**src/rtl/sr_wprot_pkg.sv**
```systemverilog
package sr_wprot_pkg;
  typedef enum logic [1:0] {
    DEC_NONE   = 2'd0,
    DEC_START  = 2'd1,
    DEC_REJECT = 2'd2
  } wr_dec_e;
endpackage

```
**src/rtl/sr_wprot_edge.sv**
```systemverilog
module sr_wprot_edge (
  input  logic clk_i,
  input  logic rst_ni,
  input  logic cs_n_i,
  output logic rise_o
);
  logic cs_n_q;

  always_ff @(posedge clk_i or negedge rst_ni) begin
    if (!rst_ni) cs_n_q <= 1'b1;
    else         cs_n_q <= cs_n_i;
  end

  assign rise_o = cs_n_i & ~cs_n_q;
endmodule

```
**src/rtl/sr_wprot_gate.sv**
```systemverilog
module sr_wprot_gate
  import sr_wprot_pkg::*;
#(
  parameter int BIT_W    = 8,
  parameter int SR_BITS  = 16,
  parameter int MEM_BITS = 32
) (
  input  logic             wp_i,
  input  logic             wpen_i,
  input  logic             wel_i,
  input  logic             wr_cmd_i,
  input  logic             sr_sel_i,
  input  logic [BIT_W-1:0] bits_i,
  output wr_dec_e          dec_o
);
  localparam logic [BIT_W-1:0] SrNeed  = BIT_W'(SR_BITS);
  localparam logic [BIT_W-1:0] MemNeed = BIT_W'(MEM_BITS);

  logic complete, armed, guarded;

  always_comb begin
    complete = (bits_i[2:0] == 3'd0) && (bits_i >= (sr_sel_i ? SrNeed : MemNeed));
    armed    = wr_cmd_i & wel_i & complete;
    // pin only counts when the enable bit is set, and only for status writes
    guarded  = sr_sel_i & wpen_i & ~wp_i;
    if (!armed)       dec_o = DEC_NONE;
    else if (guarded) dec_o = DEC_REJECT;
    else              dec_o = DEC_START;
  end
endmodule

```
**src/rtl/sr_wprot_timer.sv**
```systemverilog
module sr_wprot_timer #(
  parameter int CYC_W = 8
) (
  input  logic             clk_i,
  input  logic             rst_ni,
  input  logic             load_i,
  input  logic [CYC_W-1:0] len_i,
  output logic             busy_o,
  output logic             last_o
);
  logic [CYC_W-1:0] cnt_q;

  always_ff @(posedge clk_i or negedge rst_ni) begin
    if (!rst_ni)            cnt_q <= '0;
    else if (load_i)        cnt_q <= (len_i == '0) ? CYC_W'(1) : len_i;
    else if (cnt_q != '0)   cnt_q <= cnt_q - 1'b1;
  end

  assign busy_o = (cnt_q != '0);
  assign last_o = (cnt_q == CYC_W'(1));


  count_down_chk: assert property (@(posedge clk_i) disable iff (!rst_ni)
    (busy_o && !load_i) |=> (cnt_q == $past(cnt_q) - 1'b1));
endmodule

```
**src/rtl/sr_wprot_ctrl.sv**
```systemverilog
module sr_wprot_ctrl
  import sr_wprot_pkg::*;
#(
  parameter int BIT_W    = 8,
  parameter int CYC_W    = 8,
  parameter int SR_BITS  = 16,
  parameter int MEM_BITS = 32
) (
  input  logic             clk_i,
  input  logic             rst_ni,
  input  logic             cs_n_i,
  input  logic             wp_i,
  input  logic             wpen_i,
  input  logic             wel_i,
  input  logic             wr_cmd_i,
  input  logic             sr_sel_i,
  input  logic [BIT_W-1:0] bits_i,
  input  logic [CYC_W-1:0] cyc_len_i,
  output logic             wr_start_o,
  output logic             busy_o,
  output logic             standby_o,
  output logic             wel_clr_o
);
  logic    cs_rise, go_start, go_reject, t_last;
  wr_dec_e dec;
  logic    wr_start_q, wel_clr_q;

  sr_wprot_edge u_edge (
    .clk_i (clk_i),
    .rst_ni(rst_ni),
    .cs_n_i(cs_n_i),
    .rise_o(cs_rise)
  );

  sr_wprot_gate #(
    .BIT_W   (BIT_W),
    .SR_BITS (SR_BITS),
    .MEM_BITS(MEM_BITS)
  ) u_gate (
    .wp_i    (wp_i),
    .wpen_i  (wpen_i),
    .wel_i   (wel_i),
    .wr_cmd_i(wr_cmd_i),
    .sr_sel_i(sr_sel_i),
    .bits_i  (bits_i),
    .dec_o   (dec)
  );

  // protection is judged only at the edge, never while a cycle runs
  assign go_start  = cs_rise & ~busy_o & (dec == DEC_START);
  assign go_reject = cs_rise & ~busy_o & (dec == DEC_REJECT);

  sr_wprot_timer #(.CYC_W(CYC_W)) u_timer (
    .clk_i (clk_i),
    .rst_ni(rst_ni),
    .load_i(go_start),
    .len_i (cyc_len_i),
    .busy_o(busy_o),
    .last_o(t_last)
  );

  always_ff @(posedge clk_i or negedge rst_ni) begin
    if (!rst_ni) begin
      wr_start_q <= 1'b0;
      wel_clr_q  <= 1'b0;
    end else begin
      wr_start_q <= go_start;
      wel_clr_q  <= go_reject | t_last;
    end
  end

  assign wr_start_o = wr_start_q;
  assign wel_clr_o  = wel_clr_q;
  assign standby_o  = cs_n_i & ~busy_o;


  start_pulse_chk: assert property (@(posedge clk_i) disable iff (!rst_ni)
    wr_start_o |=> !wr_start_o);

  start_busy_chk: assert property (@(posedge clk_i) disable iff (!rst_ni)
    wr_start_o |-> busy_o);

  done_clr_chk: assert property (@(posedge clk_i) disable iff (!rst_ni)
    $fell(busy_o) |-> wel_clr_o);

  no_restart_chk: assert property (@(posedge clk_i) disable iff (!rst_ni)
    wr_start_o |-> !$past(busy_o));

  guard_chk: assert property (@(posedge clk_i) disable iff (!rst_ni)
    wr_start_o |-> !($past(sr_sel_i) && $past(wpen_i) && !$past(wp_i)));
endmodule

```
**config.mk**
```make
export PLATFORM = sky130hd
export DESIGN_NAME = sr_wprot_ctrl
export DESIGN_NICKNAME = d
export VERILOG_FILES = /design/src/rtl/sr_wprot_pkg.sv /design/src/rtl/sr_wprot_edge.sv /design/src/rtl/sr_wprot_gate.sv /design/src/rtl/sr_wprot_timer.sv /design/src/rtl/sr_wprot_ctrl.sv
export SDC_FILE = /design/constraint.sdc
export NUM_CORES = 1
export LEC_CHECK = 0
export CAP_MARGIN = 25
export CORE_MARGIN = 2
export CORE_UTILIZATION = 40
export CTS_BUF_LIST = sky130_fd_sc_hd__clkbuf_16
export DETAILED_ROUTE_END_ITERATION = 10
export GPL_TIMING_DRIVEN = 0
export PLACE_DENSITY = 0.87
export SYNTH_ARGS = -nofsm -noshare
export SYNTH_HDL_FRONTEND = slang
export SYNTH_SLANG_ARGS = --single-unit
```
**constraint.sdc**
```tcl
create_clock -name clk_i -period 4.7 [get_ports clk_i]
set_input_delay 0.47 -clock clk_i [delete_from_list [all_inputs] [get_ports clk_i]]
set_output_delay 0.47 -clock clk_i [all_outputs]
set_load 0.02 [all_outputs]
```
=== Yosys cells after proc, flatten, opt, wreduce, memory -nomap -nowiden ===
Cells that the tools add are included.

* Flip-flop bits (word level): 11
* Output and inout port bits: 4
* Bits of input ports: 24

* Order comparisons: 1
* Reduce and logical (&&, ||, !) cells: 5
* Eq/ne operators: 3
* Bitwise logic cells: 13
* $add $sub $neg: 1
* Mux-type cells: 6

{| class="wikitable"
|+ Operators with widths
! cell !! number
|-
| two-way mux 8 bit || 3
|-
| AND 1 bit || 9
|-
| == test 8 x 1 -> 1 bit, second input constant || 1
|-
| >= comparator 8 bit || 1
|-
| logical NOT 8 bit || 1
|-
| nonzero test 8 bit || 1
|-
| subtractor 8 x 1 -> 8 bit, second input constant || 1
|-
| two-way mux 6 bit || 1
|-
| two-way mux 2 bit || 2
|-
| logical NOT 3 bit || 1
|-
| inverter 1 bit || 3
|-
| == test 2 x 1 -> 1 bit, second input constant || 1
|-
| == test 2 bit, second input constant || 1
|-
| nonzero test 2 bit || 1
|-
| logical AND 1 bit || 1
|-
| bitwise OR 1 bit || 1
|}

=== Longest topological paths before layout ===
* Depth after elaboration: 8
* Depth in mapped cells: 6
* Gate-level depth less buffers: 6

=== Cells and area by module ===
A second synthesis with hierarchy kept.

* Cell total of the unflattened synthesis: 80
* Area total of the unflattened synthesis: 784.5 µm²

{| class="wikitable"
|+ Modules (own cells, without submodules)
! module !! cells an instance !! times used !! area an instance (µm²)
|-
| sr_wprot_timer || 59 || 1 || 550.5
|-
| sr_wprot_gate || 13 || 1 || 106.4
|-
| sr_wprot_ctrl || 6 || 1 || 87.6
|-
| sr_wprot_edge || 2 || 1 || 40.0
|}

=== Worst setup path before layout ===
OpenSTA, ideal clock, no wires.

* Path type: input port to flip-flop
* Start point: in bits_i[4]
* End point: reg u_timer.cnt_q[6]
* Arrival time: 1720 ps
* Slack: 2853 ps
* Data required time: 4573 ps
* Library setup time: 127 ps
* Buffers on the path: 0
* Cell stages on the path: 6
* Cells stage by stage: inv_1 > ha_1 > nor2b_1 > o21ai_0 > a211oi_4 > a221o_2

* Longest elaborated chain between the ends: 7
* Elaborated cells on any way between the ends: 8
* Those cells by class: 1 x order compare; 1 x eq/ne; 2 x mux; 2 x bitwise; 2 x reduce/logical

{| class="wikitable"
|+ Ends and longest elaborated chain
! item !! RTL line !! RTL
|-
| start: declaration || sr_wprot_ctrl.sv:17 || <nowiki>input logic [BIT_W-1:0] bits_i,</nowiki>
|-
| >= comparator 8 bit (*) || sr_wprot_gate.sv:22 || <nowiki>complete = (bits_i[2:0] == 3'd0) && (bits_i >= (sr_sel_i ? SrNeed : MemNeed));</nowiki>
|-
| logical AND 1 bit (*) || sr_wprot_gate.sv:22 ||
|-
| AND 1 bit (*) || sr_wprot_gate.sv:23 || <nowiki>armed = wr_cmd_i & wel_i & complete;</nowiki>
|-
| two-way mux 2 bit (*) || sr_wprot_gate.sv:26 || <nowiki>if (!armed) dec_o = DEC_NONE;</nowiki>
|-
| == test 2 x 1 -> 1 bit (*) || sr_wprot_ctrl.sv:50 || <nowiki>assign go_start = cs_rise & ~busy_o & (dec == DEC_START);</nowiki>
|-
| AND 1 bit (*) || sr_wprot_ctrl.sv:50 ||
|-
| via go_start || sr_wprot_ctrl.sv:24 || <nowiki>logic cs_rise, go_start, go_reject, t_last;</nowiki>
|-
| two-way mux 8 bit / nonzero test 2 bit (equally long branches) || -- ||
|-
| end signal: assignment || sr_wprot_timer.sv:15 || <nowiki>else if (load_i) cnt_q <= (len_i == '0) ? CYC_W'(1) : len_i;</nowiki>
|-
| end signal: assignment || sr_wprot_timer.sv:16 || <nowiki>else if (cnt_q != '0) cnt_q <= cnt_q - 1'b1;</nowiki>
|-
| end: declaration || sr_wprot_timer.sv:11 || <nowiki>logic [CYC_W-1:0] cnt_q;</nowiki>
|}

The timed path passes the listed nets; every way through them passes the cells marked *.
A chain may end at the register's enable or synchronous reset.

=== Final worst setup path ===
* Start point: reg u_timer.cnt_q[0]
* End point: out standby_o

* Longest elaborated chain between the ends: 3

{| class="wikitable"
|+ Ends and longest elaborated chain
! item !! RTL line !! RTL
|-
| nonzero test 8 bit || sr_wprot_timer.sv:19 || <nowiki>assign busy_o = (cnt_q != '0);</nowiki>
|-
| inverter 1 bit || sr_wprot_ctrl.sv:74 || <nowiki>assign standby_o = cs_n_i & ~busy_o;</nowiki>
|-
| AND 1 bit || sr_wprot_ctrl.sv:74 ||
|-
| end: declaration || sr_wprot_ctrl.sv:21 || <nowiki>output logic standby_o,</nowiki>
|}

No other way between the ends.

==> run_results.csv <==
group,metric,value,unit
global_routing,top_usage_layer,"met2",
global_routing,met1_usage,0.211,
logic_synthesis,syn_nets,93,
logic_synthesis,syn-instance-count,65,
clock_network,clk_latency,0.24,ns
clock_network,post_cts_buffers,0,
drt,vias,634,
die,die_y,45.7,um
place,io_buffers,27,
clock_network,cts_hold_buf,0,
clock_network,cts-root-buf,"clkbuf_16",
drt,routed_via_density,5.61,
logic_synthesis,syn_avg_cell_area,10.7,um^2
sta,finClkSkew,0.000582,ns
global_routing,antenna_found_initial,0,
finish,insertedDiodeCount,0,
critical_path,crit_arrival,2.33,ns
finish,fin_util,0.632,
critical_path,cpPeakStageDelay,0.60,ns
power_and_ir_drop,p_leak,0.457,nW
sta,final-setup-viol-count,0,
clock_network,cts_sinks,11,
drt,drc,0,
die,dieArea,0.00209,mm^2
die,initial_core_util,0.413,
global_routing,grt_usage,0.192,
critical_path,critPathKind,"flop to output pin",
logic_synthesis,synth_top_family_by_area,"simple AND/OR/NAND/NOR gates",
critical_path,reg2reg_to,"u_timer.cnt_q[0]",
global_routing,grt_pass1_wl,2.84,mm
clock_network,cts_tree,"built",
die,num_rows,15,
critical_path,slowest_stage,"clkdlybuf4s50_1",
power_and_ir_drop,p_total,547,uW
critical_path,r2r_slack,2.49,ns
sta,hold_viol,0,
sta,rsz0062_at_grt,"no",
drt,post_drt_wl_per_cell,14.7,um
logic_synthesis,synth.distinct_cells,31,
clock_network,cts_resized,0,
logic_synthesis,synthXorXnorAreaFrac,0.0377,
critical_path,cp_cell_sequence,"inv_1 -> ha_1 -> nor3b_2 -> and3_2 -> clkdlybuf4s50_1",
die,ios,28,
drt,drtIter0Drc,2,
clock_network,htree_num_levels,1,
global_routing,grt_max_degree,12,
drt,drt_first_pass_iters,4,
clock_network,clockBufferDepth,2,
logic_synthesis,synth_seq_cells,11,
logic_synthesis,synth_compound_area_frac,0.189,
critical_path,endpoint_kind,"output pin",
sta,max_slew.worst_pin.slew,0.630,ns
finish,nNetsFinal,125,
logic_synthesis,synth_fa_ha_area_frac,0.0718,
sta,maxSlewHeadroom,0.578,
clock_network,numCtsBuffers,3,
place,dp_slack,2.16,ns
sta,period_needed,2.80,ns
sta,timing.hold.ws,0.575,ns
sta,slew_violations,0,
run_status,status,"complete, no violations",
finish,fillers,140,
critical_path,critPathRequiredTime,4.23,ns
die,die_x,45.7,um
run,drv_cap,0,
finish,layout-drive-gt1-share,0.156,
sta,finalCritPeriodShare,0.596,
global_routing,overflow,0,
critical_path,crit_path_start,"u_timer.cnt_q[0]",
die,core,0.00169,mm^2
finish,syn_to_final_growth,53.1,%
logic_synthesis,yosysWarnings,0,
logic_synthesis,muxShareOfSynthArea,0.0449,
global_routing,grt_pass1_vias,682,
sta,setup_slack,1.90,ns
sta,setup-tns-final,0,ns
power_and_ir_drop,power_density,513,mW/mm^2
critical_path,rr_startpoint,"u_timer.cnt_q[0]",
drt,totalWireLength,1.67,mm
logic_synthesis,ys_seq_area_frac,0.397,
hold_path,hold_class,"input port to async pin",
global_routing,grt.met2_usage,0.346,
sta,fmax,0.357,GHz
drt,route.antenna.remaining_nets,0,
global_routing,met3_usage,0.0238,
critical_path,crit_end,"standby_o",
clock_network,clk_pin_slew,0.04,ns
place,globalplace.congestion,0.735,
power_and_ir_drop,vdd_ir_drop_max,241,uV
critical_path,crit_fanout,8,
logic_synthesis,yosys.area_share.simple,0.228,
critical_path,worstSetupStartpointType,"flop",
critical_path,reg2reg_depth,6,
place,dp_hpwl,1.24,mm
logic_synthesis,synthesis.area,697,um^2
==> report_power, final <==
group / switching, mW / leakage (nW) / internal [mW]
logic: 0.0957 / 0.279 / 0.112
clock network: 0.0415 / 0.0423 / 0.112
registers: 0.0551 / 0.136 / 0.132
==> cell type report <==
cell class | instances | area (um^2) | area share
clock buffer | 3 | 75.1 | 0.0703
clock inverter | 1 | 3.75 | 0.00352
inverter | 6 | 22.5 | 0.0211
multi-input combinational | 48 | 398 | 0.373
sequential | 11 | 277 | 0.259
tap | 17 | 21.3 | 0.0199
timing repair buffer | 27 | 270 | 0.253
==> kinds of logic after synthesis <==
family | after synthesis
xor gates and xnor gates | 3
adders and majority gates | 4
buffers and inverters | 6
and+or+nand+nor | 23
muxes | 3
DFF | 11
AOI/OAI and AO/OA | 15
==> cell usage in the layout, fill, tap and decap left out, drive strengths merged, types with 2 or more instances in the layout <==
cell and count:
a21oi 3, inv 7, clkdlybuf4s50 27, dfrtp 10, a211oi 2, clkbuf 3
xnor2 2, ha 4, nand2 4, nor4 3, nor2 6, nor3 3
mux2i 2, a22o 2, a221o 2, nor3b 2
==> state kept, by name, summed over array words and instances (netlist names) <==
register,count
wr_start_o,1
wel_clr_o,1
u_timer.cnt_q,8
u_edge.cs_n_q,1
==> per-layer routing <==
metal | up-vias | share of wire
met3 | 5 | 0.055
met1 | 296 | 0.40
li1 | 305 | -
met4 | 0 | 0.024
met5 | - | 0
met2 | 28 | 0.52
==> worst max-delay path, delay by kind of cell, from the launching register on <==
kind	cells	cell delay, ns
adder cells (fa/ha/maj)	1	0.16
buffers and inverters	2	0.69
flip-flops	1	0.43
AND/OR/NAND/NOR	2	0.81
==> worst min path at each step <==
stage	cells past startpoint	start	endpoint	slack [ns]
6_report	1	rst_ni	wr_start_o	0.58
5_1_grt	1	rst_ni	u_timer.cnt_q[3]	0.64
4_1_cts	1	rst_ni	wr_start_o	0.60
3_5_place_dp	1	u_timer.cnt_q[6]	u_timer.cnt_q[6]	0.62
3_3_place_gp	2	u_timer.cnt_q[1]	u_timer.cnt_q[1]	0.61
2_1_floorplan	0	rst_ni	u_timer.cnt_q[0]	0.17
==> per-stage QoR <==
stage	area [um^2]	instances
global placement	988	109
floorplan	697	65
detailed placement	988	109
finish	1070	113
CTS	1070	113
global route	1070	113
==> Yosys cell counts (all sizes together) <==
cell     count  area share
a211oi       2       0.040
a21o         1       0.013
a21oi        3       0.022
a221o        2       0.032
a22o         2       0.029
a31oi        1      0.0090
a32o         1       0.014
and3         1       0.011
and4b        1       0.014
dfrtp       10        0.36
dfstp        1       0.038
ha           4       0.072
inv          6       0.032
mux2         1       0.016
mux2i        2       0.029
nand2        4       0.022
nand4        1       0.031
nor2         6       0.032
nor2b        1      0.0090
nor3         3       0.022
nor3b        2       0.029
nor4         3       0.048
o21ai        1      0.0072
o2bb2ai      1       0.013
o31ai        1       0.011
or4          1       0.011
xnor2        2       0.025
xor2         1       0.013
(Power assumes the default switching activity.)
